### config.mk
export PLATFORM = sky130hd
export DESIGN_NAME = fault_entry_filter
export DESIGN_NICKNAME = d
export VERILOG_FILES = /design/src/rtl/fq_pkg.sv /design/src/rtl/fq_run_counter.sv /design/src/rtl/fq_fault_reg.sv /design/src/rtl/fault_entry_filter.sv
export SDC_FILE = /design/constraint.sdc
export NUM_CORES = 1
export LEC_CHECK = 0
export ABC_AREA = 0
export BUFFER_PORTS_ARGS = -buffer_cell sky130_fd_sc_hd__buf_2
export CAP_MARGIN = 10
export CORE_AREA = 4 4 41 43
export DETAILED_ROUTE_END_ITERATION = 10
export DIE_AREA = 0 0 45 47
export PLACE_DENSITY = 0.33
export SLEW_MARGIN = 20
export SYNTH_ARGS = -nofsm -noshare
export SYNTH_HDL_FRONTEND = slang
export SYNTH_SLANG_ARGS = --single-unit
### constraint.sdc
create_clock -name clk -period 1.3 [get_ports clk]
set_clock_uncertainty 0.05 [all_clocks]
set_input_delay 0.26 -clock clk [delete_from_list [all_inputs] [get_ports clk]]
set_output_delay 0.26 -clock clk [all_outputs]
set_load 0.03 [all_outputs]
### src/rtl/fq_pkg.sv
package fq_pkg;
   // bits needed to hold a count from 0 up to and including n
   function automatic int unsigned count_bits(input int unsigned n);
      return (n < 2) ? 1 : $clog2(n + 1);
   endfunction
endpackage

### src/rtl/fq_run_counter.sv
module fq_run_counter #(
   parameter int unsigned RUN_LEN = 3,
   parameter int unsigned CNT_W   = fq_pkg::count_bits(RUN_LEN)
) (
   input  logic clk,
   input  logic rst_n,
   input  logic bad_step,    // strobe with out-of-limit reading
   input  logic good_step,   // strobe with in-limit reading
   output logic full_next    // this step completes the run
);
   localparam logic [CNT_W-1:0] FULL = CNT_W'(RUN_LEN);
   localparam logic [CNT_W-1:0] LAST = CNT_W'(RUN_LEN - 1);

   logic [CNT_W-1:0] run_q;

   always_ff @(posedge clk or negedge rst_n) begin
      if (!rst_n) begin
         run_q <= '0;
      end else if (good_step) begin
         run_q <= '0;
      end else if (bad_step && (run_q != FULL)) begin
         run_q <= run_q + 1'b1;
      end
   end

   assign full_next = bad_step && (run_q >= LAST);
endmodule

### src/rtl/fq_fault_reg.sv
module fq_fault_reg (
   input  logic clk,
   input  logic rst_n,
   input  logic set_req,
   input  logic clr_req,
   output logic fault_q,
   output logic enter_q
);
   always_ff @(posedge clk or negedge rst_n) begin
      if (!rst_n) begin
         fault_q <= 1'b0;
         enter_q <= 1'b0;
      end else begin
         enter_q <= set_req && !fault_q;
         if (clr_req)      fault_q <= 1'b0;
         else if (set_req) fault_q <= 1'b1;
      end
   end
endmodule

### src/rtl/fault_entry_filter.sv
module fault_entry_filter #(
   parameter int unsigned RUN_LEN = 3
) (
   input  logic clk,
   input  logic rst_n,
   input  logic conv_done_i,
   input  logic out_limit_i,
   output logic fault_o,
   output logic alarm_n_o,
   output logic status_set_o
);
   if (RUN_LEN < 1) begin : g_bad_len
      $error("fault_entry_filter: RUN_LEN must be at least 1");
   end
   if (RUN_LEN > 1024) begin : g_huge_len
      $error("fault_entry_filter: RUN_LEN above 1024 is not supported");
   end

   logic bad_step, good_step, set_req;

   assign bad_step  = conv_done_i && out_limit_i;
   assign good_step = conv_done_i && !out_limit_i;

   if (RUN_LEN == 1) begin : g_direct
      assign set_req = bad_step;
   end else begin : g_counted
      fq_run_counter #(.RUN_LEN(RUN_LEN)) u_run (
         .clk       (clk),
         .rst_n     (rst_n),
         .bad_step  (bad_step),
         .good_step (good_step),
         .full_next (set_req)
      );
   end

   fq_fault_reg u_flt (
      .clk     (clk),
      .rst_n   (rst_n),
      .set_req (set_req),
      .clr_req (good_step),
      .fault_q (fault_o),
      .enter_q (status_set_o)
   );

   assign alarm_n_o = !fault_o;
endmodule

Yosys cells after proc, flatten, opt, wreduce, memory -nomap -nowiden --
Cells that the tools add are included. W data, S select, Z words.
Word-level totals: flip-flop bits (word level) 4, output and inout port bits 3, logic and storage cells 19
Operators by class: $add $sub $neg 1, order comparisons 1, equality and inequality tests 1, muxes and demuxes 4, reduce and logical (&&, ||, !) cells 9
Operator list (number):
- $logic_and A1 B1 Y1 | 5
- $mux W2 | 2
- $reduce_bool A2 Y1 | 2
- $add A2 B1 Y2 const B | 1
- $ge A2 B2 Y1 const B | 1
- $logic_not A1 Y1 | 2
- $mux W1 | 2
- $ne A2 B2 Y1 const B | 1

Longest topological paths before layout --
Gate-level depths: netlist of run 1.
depth in word-level cells 4, depth in mapped cells 4, mapped depth without buffers 4

By module --
From an unflattened synthesis of run 1, not the netlist that was laid out.
Unflattened totals: cell total of the unflattened synthesis 20, area total of the unflattened synthesis 236.5 um2
Modules (own cells, without submodules):
- fq_run_counter | times used 1, cells each 13, area an instance 150.1 um2, sequential area each 50.0 um2
- fq_fault_reg | times used 1, cells each 4, area an instance 66.3 um2, sequential area each 50.0 um2
- fault_entry_filter | times used 1, cells each 3, area an instance 20.0 um2, sequential area each 0.0 um2

Least setup slack after synthesis of run 1 --
OpenSTA, ideal clock, no wires.
kind register -> output, start point reg u_flt.fault_q, end point out alarm_n_o, data arrival time 0.744 ns, data required time 0.990 ns, setup slack 0.246 ns, stages on the path, launching flop included 2, cells stage by stage dfrtp_1 inv_1
Between the ends: longest elaborated chain between the ends 1
RTL lines:
- start, declared | RTL line fq_fault_reg.sv:6 | output logic fault_q,
- start signal, assigned | RTL line fq_fault_reg.sv:11 | fault_q <= 1'b0;
- start signal, assigned | RTL line fq_fault_reg.sv:15 | if (clr_req) fault_q <= 1'b0;
- start signal, assigned | RTL line fq_fault_reg.sv:16 | else if (set_req) fault_q <= 1'b1;
- $logic_not A1 Y1 | RTL line fault_entry_filter.sv:45 | assign alarm_n_o = !fault_o;
- end, declared | RTL line fault_entry_filter.sv:9 | output logic alarm_n_o,
No other way between the ends.

Final worst setup path of run 1 --
Same ends and word-level chain as after synthesis.

==> results.md, run 1 <==
* Gr ovfl total at 0
* Crit-path max cell delay at about 0.39 ns
* Status: finished, final reports clean
* Sequential area share after synthesis at between 50 and 60%
* Largest net degree at the start of global routing at 6
* Ports at 7
* PwrDens at roughly 1600 nW/um^2
* Postcts setup bufs at 0
* Pre-antenna DRT Iters at 2
* Sequential power share at between 30% and 40%
* Static leakage at 0.0001438 uW
* Worst hold path type: input port to register
* Total negative slack at 0 ns
* Placed cell count at 39
* Setup crit end kind: output pin
* Routed Antenna Nets at 0
* Sw frac at between 30% and 40%
* Mapped Cells at 18
* Fin. Hold Viols at 0
* Layout area overhead at 40.88%
* RSZ-0062 raised after global routing: no
* Initial drt markers at 1
* Crit-path cells: inv_1, buf_2
* Diodes inserted at 0
* Net load switching power at 156.0 uW
* Syn avg cell area at 11.05 um^2
* Layout fillers at ~160
* Post-Syn Area at approximately 200 um^2
* Slew margin rel. at around nine tenths
* Mapped Nets at 24
* Htree depth at 1
* Vias in the first global route at about 160
* GRT Total Usage at under 10%
* Worst-margin pin slew at ~0.15 ns
* DR WL met2 at 182 um
* Die area at around 2100 um^2
* # DRC at 0
* Internal at between 200 and 300 uW
* Area leader, netlist: dfrtp_1
* Sequential Area at roughly 100 um^2
* Total power at about 450 uW
* Vias at around 170
* Worst-path maximum fanout at 3
* WP data required at about 0.99 ns
* CTS tree: built
* Initial core utilization at 15.29%
* Die X at 45 um
* Final-report setup violation count at 0
* Unique cell type count in the Yosys netlist at 12
* Clk Latency, worst-skew pair at ~0.23 ns
* Yosys reg bits at 4
* Rows at 13
* Dominant cells by area after synthesis: dfrtp_1 (50%), ha_1 (13%), a21boi_2 (5.7%)
* Max_cap viols at 0
* DP HPWL at between 300 and 400 um
* Met1 wire length at 148 um
* Number of antenna violations at the first check in global routing at 0
* Buffers on Ports at 6
* Crit path time final at ~1.2 ns
* Root Buffer: clkbuf_4
* Die height at about 47 um
* VDD IR max at ~530 uV
* Total CTS buffers at 3
* Vias per inst at 3.907
* Uppermost layer routed: met4
* Worst-path clk slew at 0.04 ns
* Fmax at slightly above 800 MHz
* Post-Layout Cell Count at 43
* Data arrival, critical path at between 0.8 and 0.9 ns
* Layout cells sized above 1 at 35.71%
* Core area at 1301 um^2
* Clock Power Share at between 30% and 40%
* CTS Sinks at 4
* Clock Tree Buf Depth at 2
* Area occupied by multi-input gates at around 88 um^2
* Drt wl/cell at ~9.6 um
* Logic pwr share at between 20% and 30%
* Routed wl met3 at 43 um
* Place WS at 0.2254 ns
* Yosys warning count at 0
* Slew Limit Fails at 0
* Routability congestion estimate at between 0.6 and 0.7
* Startpoint Class: register
* Fin crit share at slightly above 90%
* First-pass GRT wire length at ~670 um
* Final worst slack at a little under 0.1 ns
* Routed WL at roughly 410 um
* Slowest-stage cell, CP: dfrtp_1
* Worst setup path class: register to output pin
* Post-synth top area share at between 50% and 60%
* Final net count at 36
-- flip-flops by register name, summed over array words and instances, names as in the netlist --
name / count
g_counted.u_run.run_q: 2
u_flt.fault_q: 1
u_flt.enter_q: 1
-- per-layer routing --
metal	global-route usage, %	up-vias
li1	-	81
met1	3.890	75
met2	7.627	8
met3	4.598	4
met4	10.53	0
met5	0	-
-- power groups by stage --
stage / Sequential, uW / Clock (uW) / Combinational (uW)
floorplan: 189 / 0 / 64.3
CTS: 167 / 163 / 131
detailed placement: 168 / 0 / 128
finish: 166 / 158 / 128
global route: 169 / 178 / 140
global placement: 166 / 0 / 128
-- area by class of cell --
| class | instances | share of cell area [%] |
|---|---|---|
| Sequential cell | 4 | 35.71 |
| Multi-Input combinational cell | 11 | 31.25 |
| Timing Repair Buffer | 7 | 14.29 |
| Clock buffer | 3 | 8.036 |
| Tap cell | 15 | 6.696 |
| Inverter | 3 | 4.018 |
-- stage by stage --
step                      hold slack [ns]  util [%]  instance area, um^2
after floorplan                  -0.08559         -                198.9
after global placement            0.01967     19.04                247.7
after detailed placement          0.02415     19.04                247.7
after CTS                          0.2594     21.54                280.3
after global routing               0.2685     21.54                280.3
final                              0.2572     21.54                280.3
-- path summary, 6_finish.rpt --
kind                                     startpoint                       end  slack [ns]  cells past startpoint
hold reg to reg                       u_flt.fault_q             u_flt.enter_q        0.41                      1
setup reg to reg           g_counted.u_run.run_q[1]  g_counted.u_run.run_q[1]        0.22                      3
hold / removal                          out_limit_i             u_flt.enter_q        0.26                      3
setup / recovery                      u_flt.fault_q                 alarm_n_o         0.1                      2
min in group asynchronous                     rst_n             u_flt.enter_q        0.30                      2
max in group asynchronous                     rst_n  g_counted.u_run.run_q[1]        0.77                      2
-- cell families (layout without fill, tap and decap cells) --
family | Yosys count | count (layout) | share of synthesized area, %
AOI/OAI and AO/OA | 5 | 5 | 17.61
adders and majority gates | 2 | 2 | 12.58
buffers and inverters | 3 | 13 | 5.660
DFF | 4 | 4 | 50.32
muxes | 1 | 1 | 5.032
and+or+nand+nor | 3 | 3 | 8.807
-- synth_stat cells --
cell type,instances
o211ai_1,1
o22ai_1,1
nor2b_1,1
dfrtp_1,4
o21ai_0,1
mux2i_1,1
a21oi_1,1
nand3b_1,1
inv_1,3
a21boi_2,1
nor2_1,1
ha_1,2
-- critical path, delay by kind of cell, from the launching register on --
| family | cells | cell delay, ns |
|---|---|---|
| DFF | 1 | 0.39 |
| buffers and inverters | 2 | 0.26 |
-- cell usage in the layout, fill, tap and decap left out --
cell type      count
o21ai_0            1
inv_1              3
dfrtp_1            4
nor2_1             1
a21oi_1            1
clkbuf_4           3
o22ai_1            1
buf_2              6
dlygate4sd3_1      1
ha_1               2
a21boi_2           1
nand3b_1           1
o211ai_1           1
nor2b_1            1
mux2i_1            1
-- repair_timing --
action                                  in CTS  in global routing
hold endpoints to repair                     4                  0
gates resized for setup                      0                  0
hold buffers                                 1                  0
endpoints found under the setup margin       0                  0
(Power assumes the default switching activity.)
==> run 2: changes to the inputs <==
Settings changed: CELL_PAD_IN_SITES_DETAIL_PLACEMENT from default to 1, CELL_PAD_IN_SITES_GLOBAL_PLACEMENT from default to 1, CTS_BUF_LIST from default to sky130_fd_sc_hd__clkbuf_4, PLACE_DENSITY 0.33 to 0.39.
==> results.md, run 2 (synthesis gave the netlist of run 1 again) <==
* Slowest-stage cell, CP: dfrtp_1 (unchanged)
* Internal at 296.3 uW (was 296.4 uW)
* Crit-path cells: inv_1, buf_2 (unchanged)
* Fin crit share at 91.82% (was 92.61%)
* Initial drt markers at 2 (was 1)
* Net load switching power at 151.6 uW (was 156.0 uW)
* Clk Latency, worst-skew pair at 0.23 ns (about the same)
* PwrDens at 1598 nW/um^2 (was 1614 nW/um^2)
* Data arrival, critical path at 0.88 ns (was 0.89 ns)
* Initial core utilization at 15.29% (unchanged)
* Startpoint Class: register (unchanged)
* Worst setup path class: register to output pin (unchanged)
* Status: finished, final reports clean (unchanged)
* Vias at 184 (was 168)
* Pre-antenna DRT Iters at 2 (unchanged)
* Final worst slack at 0.1064 ns (was 0.09611 ns)
* Number of antenna violations at the first check in global routing at 0 (unchanged)
* GRT Max-Usage Layer: met4 (unchanged)
* Total negative slack at 0 ns (unchanged)
* WHS at 0.2844 ns (was 0.2572 ns)
* Core area at 1301 um^2 (unchanged)
* Worst-margin pin slew at 0.1352 ns (was 0.1546 ns)
* Static leakage at 0.0001438 uW (unchanged)
* Clock Tree Buf Depth at 2 (unchanged)
* RSZ-0062 raised after global routing: no (unchanged)
* DP HPWL at 418.1 um (was 330.9 um)
* Vias per inst at 4.279 (was 3.907)
* CP top delay family: flip-flops (unchanged)
* Met1 Use GR at 5.263% (was 3.890%)
* Met2 usage in global routing at 8.192% (was 7.627%)
* Reg2reg start: g_counted.u_run.run_q[1] (unchanged)
* Reg2reg path depth at 3 (unchanged)
* Crit-path max cell delay at 0.39 ns (about the same)
* CTS tree: built (unchanged)
* GR Layer Usage met3 at 3.831% (was 4.598%)
* Final-report setup violation count at 0 (unchanged)
* Sw frac at 33.85% (was 34.48%)
* Die height at 47 um (unchanged)
* Commonest non-fill, non-tap cell in the layout: buf_2 (unchanged)
* Buffers on Ports at 6 (unchanged)
* Clock Power Share at 33.1% (was 35.0%)
* WP data required at 0.99 ns (about the same)
* Root Buffer: clkbuf_4 (unchanged)
* Routability congestion estimate at 0.6716 (was 0.6179)
* GRT Total Usage at 6.334% (was 5.859%)
* Die X at 45 um (unchanged)
* Die area at 2115 um^2 (unchanged)
* Diodes inserted at 0 (unchanged)
* First-pass GRT wire length at 800 um (was 669 um)
* Total CTS buffers at 3 (unchanged)
* Largest net degree at the start of global routing at 6 (unchanged)
* Final net count at 36 (unchanged)
* Routed Antenna Nets at 0 (unchanged)
* Setup crit end kind: output pin (unchanged)
* FF-to-FF End: g_counted.u_run.run_q[0] (was g_counted.u_run.run_q[1])
* Worst-path clk slew at 0.03 ns (was 0.04 ns)
* Worst-path maximum fanout at 3 (unchanged)
* Postcts setup bufs at 0 (unchanged)
* Gr ovfl total at 0 (unchanged)
* Slew margin rel. at 90.73% (was 89.58%)
* Place WS at 0.1783 ns (was 0.2254 ns)
* Drt wl/cell at 11.28 um (was 9.581 um)
* Worst Hold End: u_flt.enter_q (unchanged)
* Routed WL at 485 um (was 412 um)
* Placed cell count at 39 (unchanged)
* Worst hold start: out_limit_i (unchanged)
* Commonest non-fill, non-tap cells in the layout: buf_2 (6), dfrtp_1 (4), inv_1 (3), clkbuf_4 (3), ha_1 (2) (unchanged)
* Worst hold path type: input port to register (unchanged)
* Max reg flops at 2 (unchanged)
* Post-Layout Cell Count at 43 (unchanged)
* Slew Limit Fails at 0 (unchanged)
* Worst hold path depth at 3 (unchanged)
* Layout cells sized above 1 at 35.71% (unchanged)
* Fin. Hold Viols at 0 (unchanged)
* Layout area overhead at 40.88% (unchanged)
* Setup slack, reg-to-reg at 0.18 ns (was 0.22 ns)
* Ports at 7 (unchanged)
* Rows at 13 (unchanged)
* # DRC at 0 (unchanged)
* Max_cap viols at 0 (unchanged)
* Vias in the first global route at 197 (was 162)
* Fmax at 837.8 MHz (was 830.6 MHz)
* Reg with most FFs: g_counted.u_run.run_q (unchanged)
* Logic pwr share at 29.6% (was 28.3%)
* Layout fillers at 166 (was 156)
* Crit path time final at 1.194 ns (was 1.204 ns)
* Biggest regs: g_counted.u_run.run_q x2, u_flt.enter_q x1, u_flt.fault_q x1 (unchanged)
* CP Buf/Inv Count at 2 (unchanged)
* VDD IR max at 379.3 uV (was 526.2 uV)
* Sequential power share at 37.4% (was 36.6%)
* Htree depth at 1 (unchanged)
* CTS Sinks at 4 (unchanged)
[run 2: worst max-delay path by stage]
stage,startpoint,end,slack (ns),cells past startpoint
2_1_floorplan,u_flt.fault_q,alarm_n_o,0.25,1
3_3_place_gp,g_counted.u_run.run_q[1],g_counted.u_run.run_q[0],0.23,3
3_5_place_dp,g_counted.u_run.run_q[1],g_counted.u_run.run_q[0],0.18,3
4_1_cts,u_flt.fault_q,alarm_n_o,0.08,2
5_1_grt,u_flt.fault_q,alarm_n_o,0.06,2
6_report,u_flt.fault_q,alarm_n_o,0.11,2
[run 2: layout make-up]
cell class / count / area [um^2] / area share, %
tap: 15 / 18.77 / 6.696
timing repair buffer: 7 / 40.04 / 14.29
multi-input combinational: 11 / 87.58 / 31.25
inverter: 3 / 11.26 / 4.018
clock buffer: 3 / 22.52 / 8.036
sequential: 4 / 100.1 / 35.71
[run 2: repair_timing]
| action | 4_1_cts | 5_1_grt |
|---|---|---|
| hold buffers | 1 | 0 |
| gates resized for setup | 0 | 0 |
| endpoints found under the hold margin | 4 | 0 |
[run 2: per-layer routing]
layer | routed length (um) | vias to the layer above
met5 | 0 | -
met4 | 31 | 0
met3 | 43 | 4
met2 | 213 | 9
met1 | 197 | 88
li1 | - | 83
[run 2: stage by stage]
step                util, %  power [uW]  area (um^2)
floorplan                 -       253.7        198.9
global placement      19.04       296.0        247.7
detailed placement    19.04       303.7        247.7
CTS                   21.54       461.7        280.3
global route          21.54       480.0        280.3
finish                21.54       447.9        280.3
[run 2: worst reg2reg max path, delay by kind of cell (launching register included)]
kind                     cells  cell delay (ns)
AND/OR/NAND/NOR              1             0.19
adder cells (fa/ha/maj)      1             0.23
multiplexers                 1             0.16
flip-flops                   1             0.41
[run 2: power groups by stage]
stage / Sequential [uW] / Combinational, uW / Clock, uW
finish: 167 / 132 / 148
global route: 171 / 144 / 165
CTS: 169 / 136 / 156
detailed placement: 171 / 133 / 0
global placement: 168 / 128 / 0
floorplan: 189 / 64.3 / 0
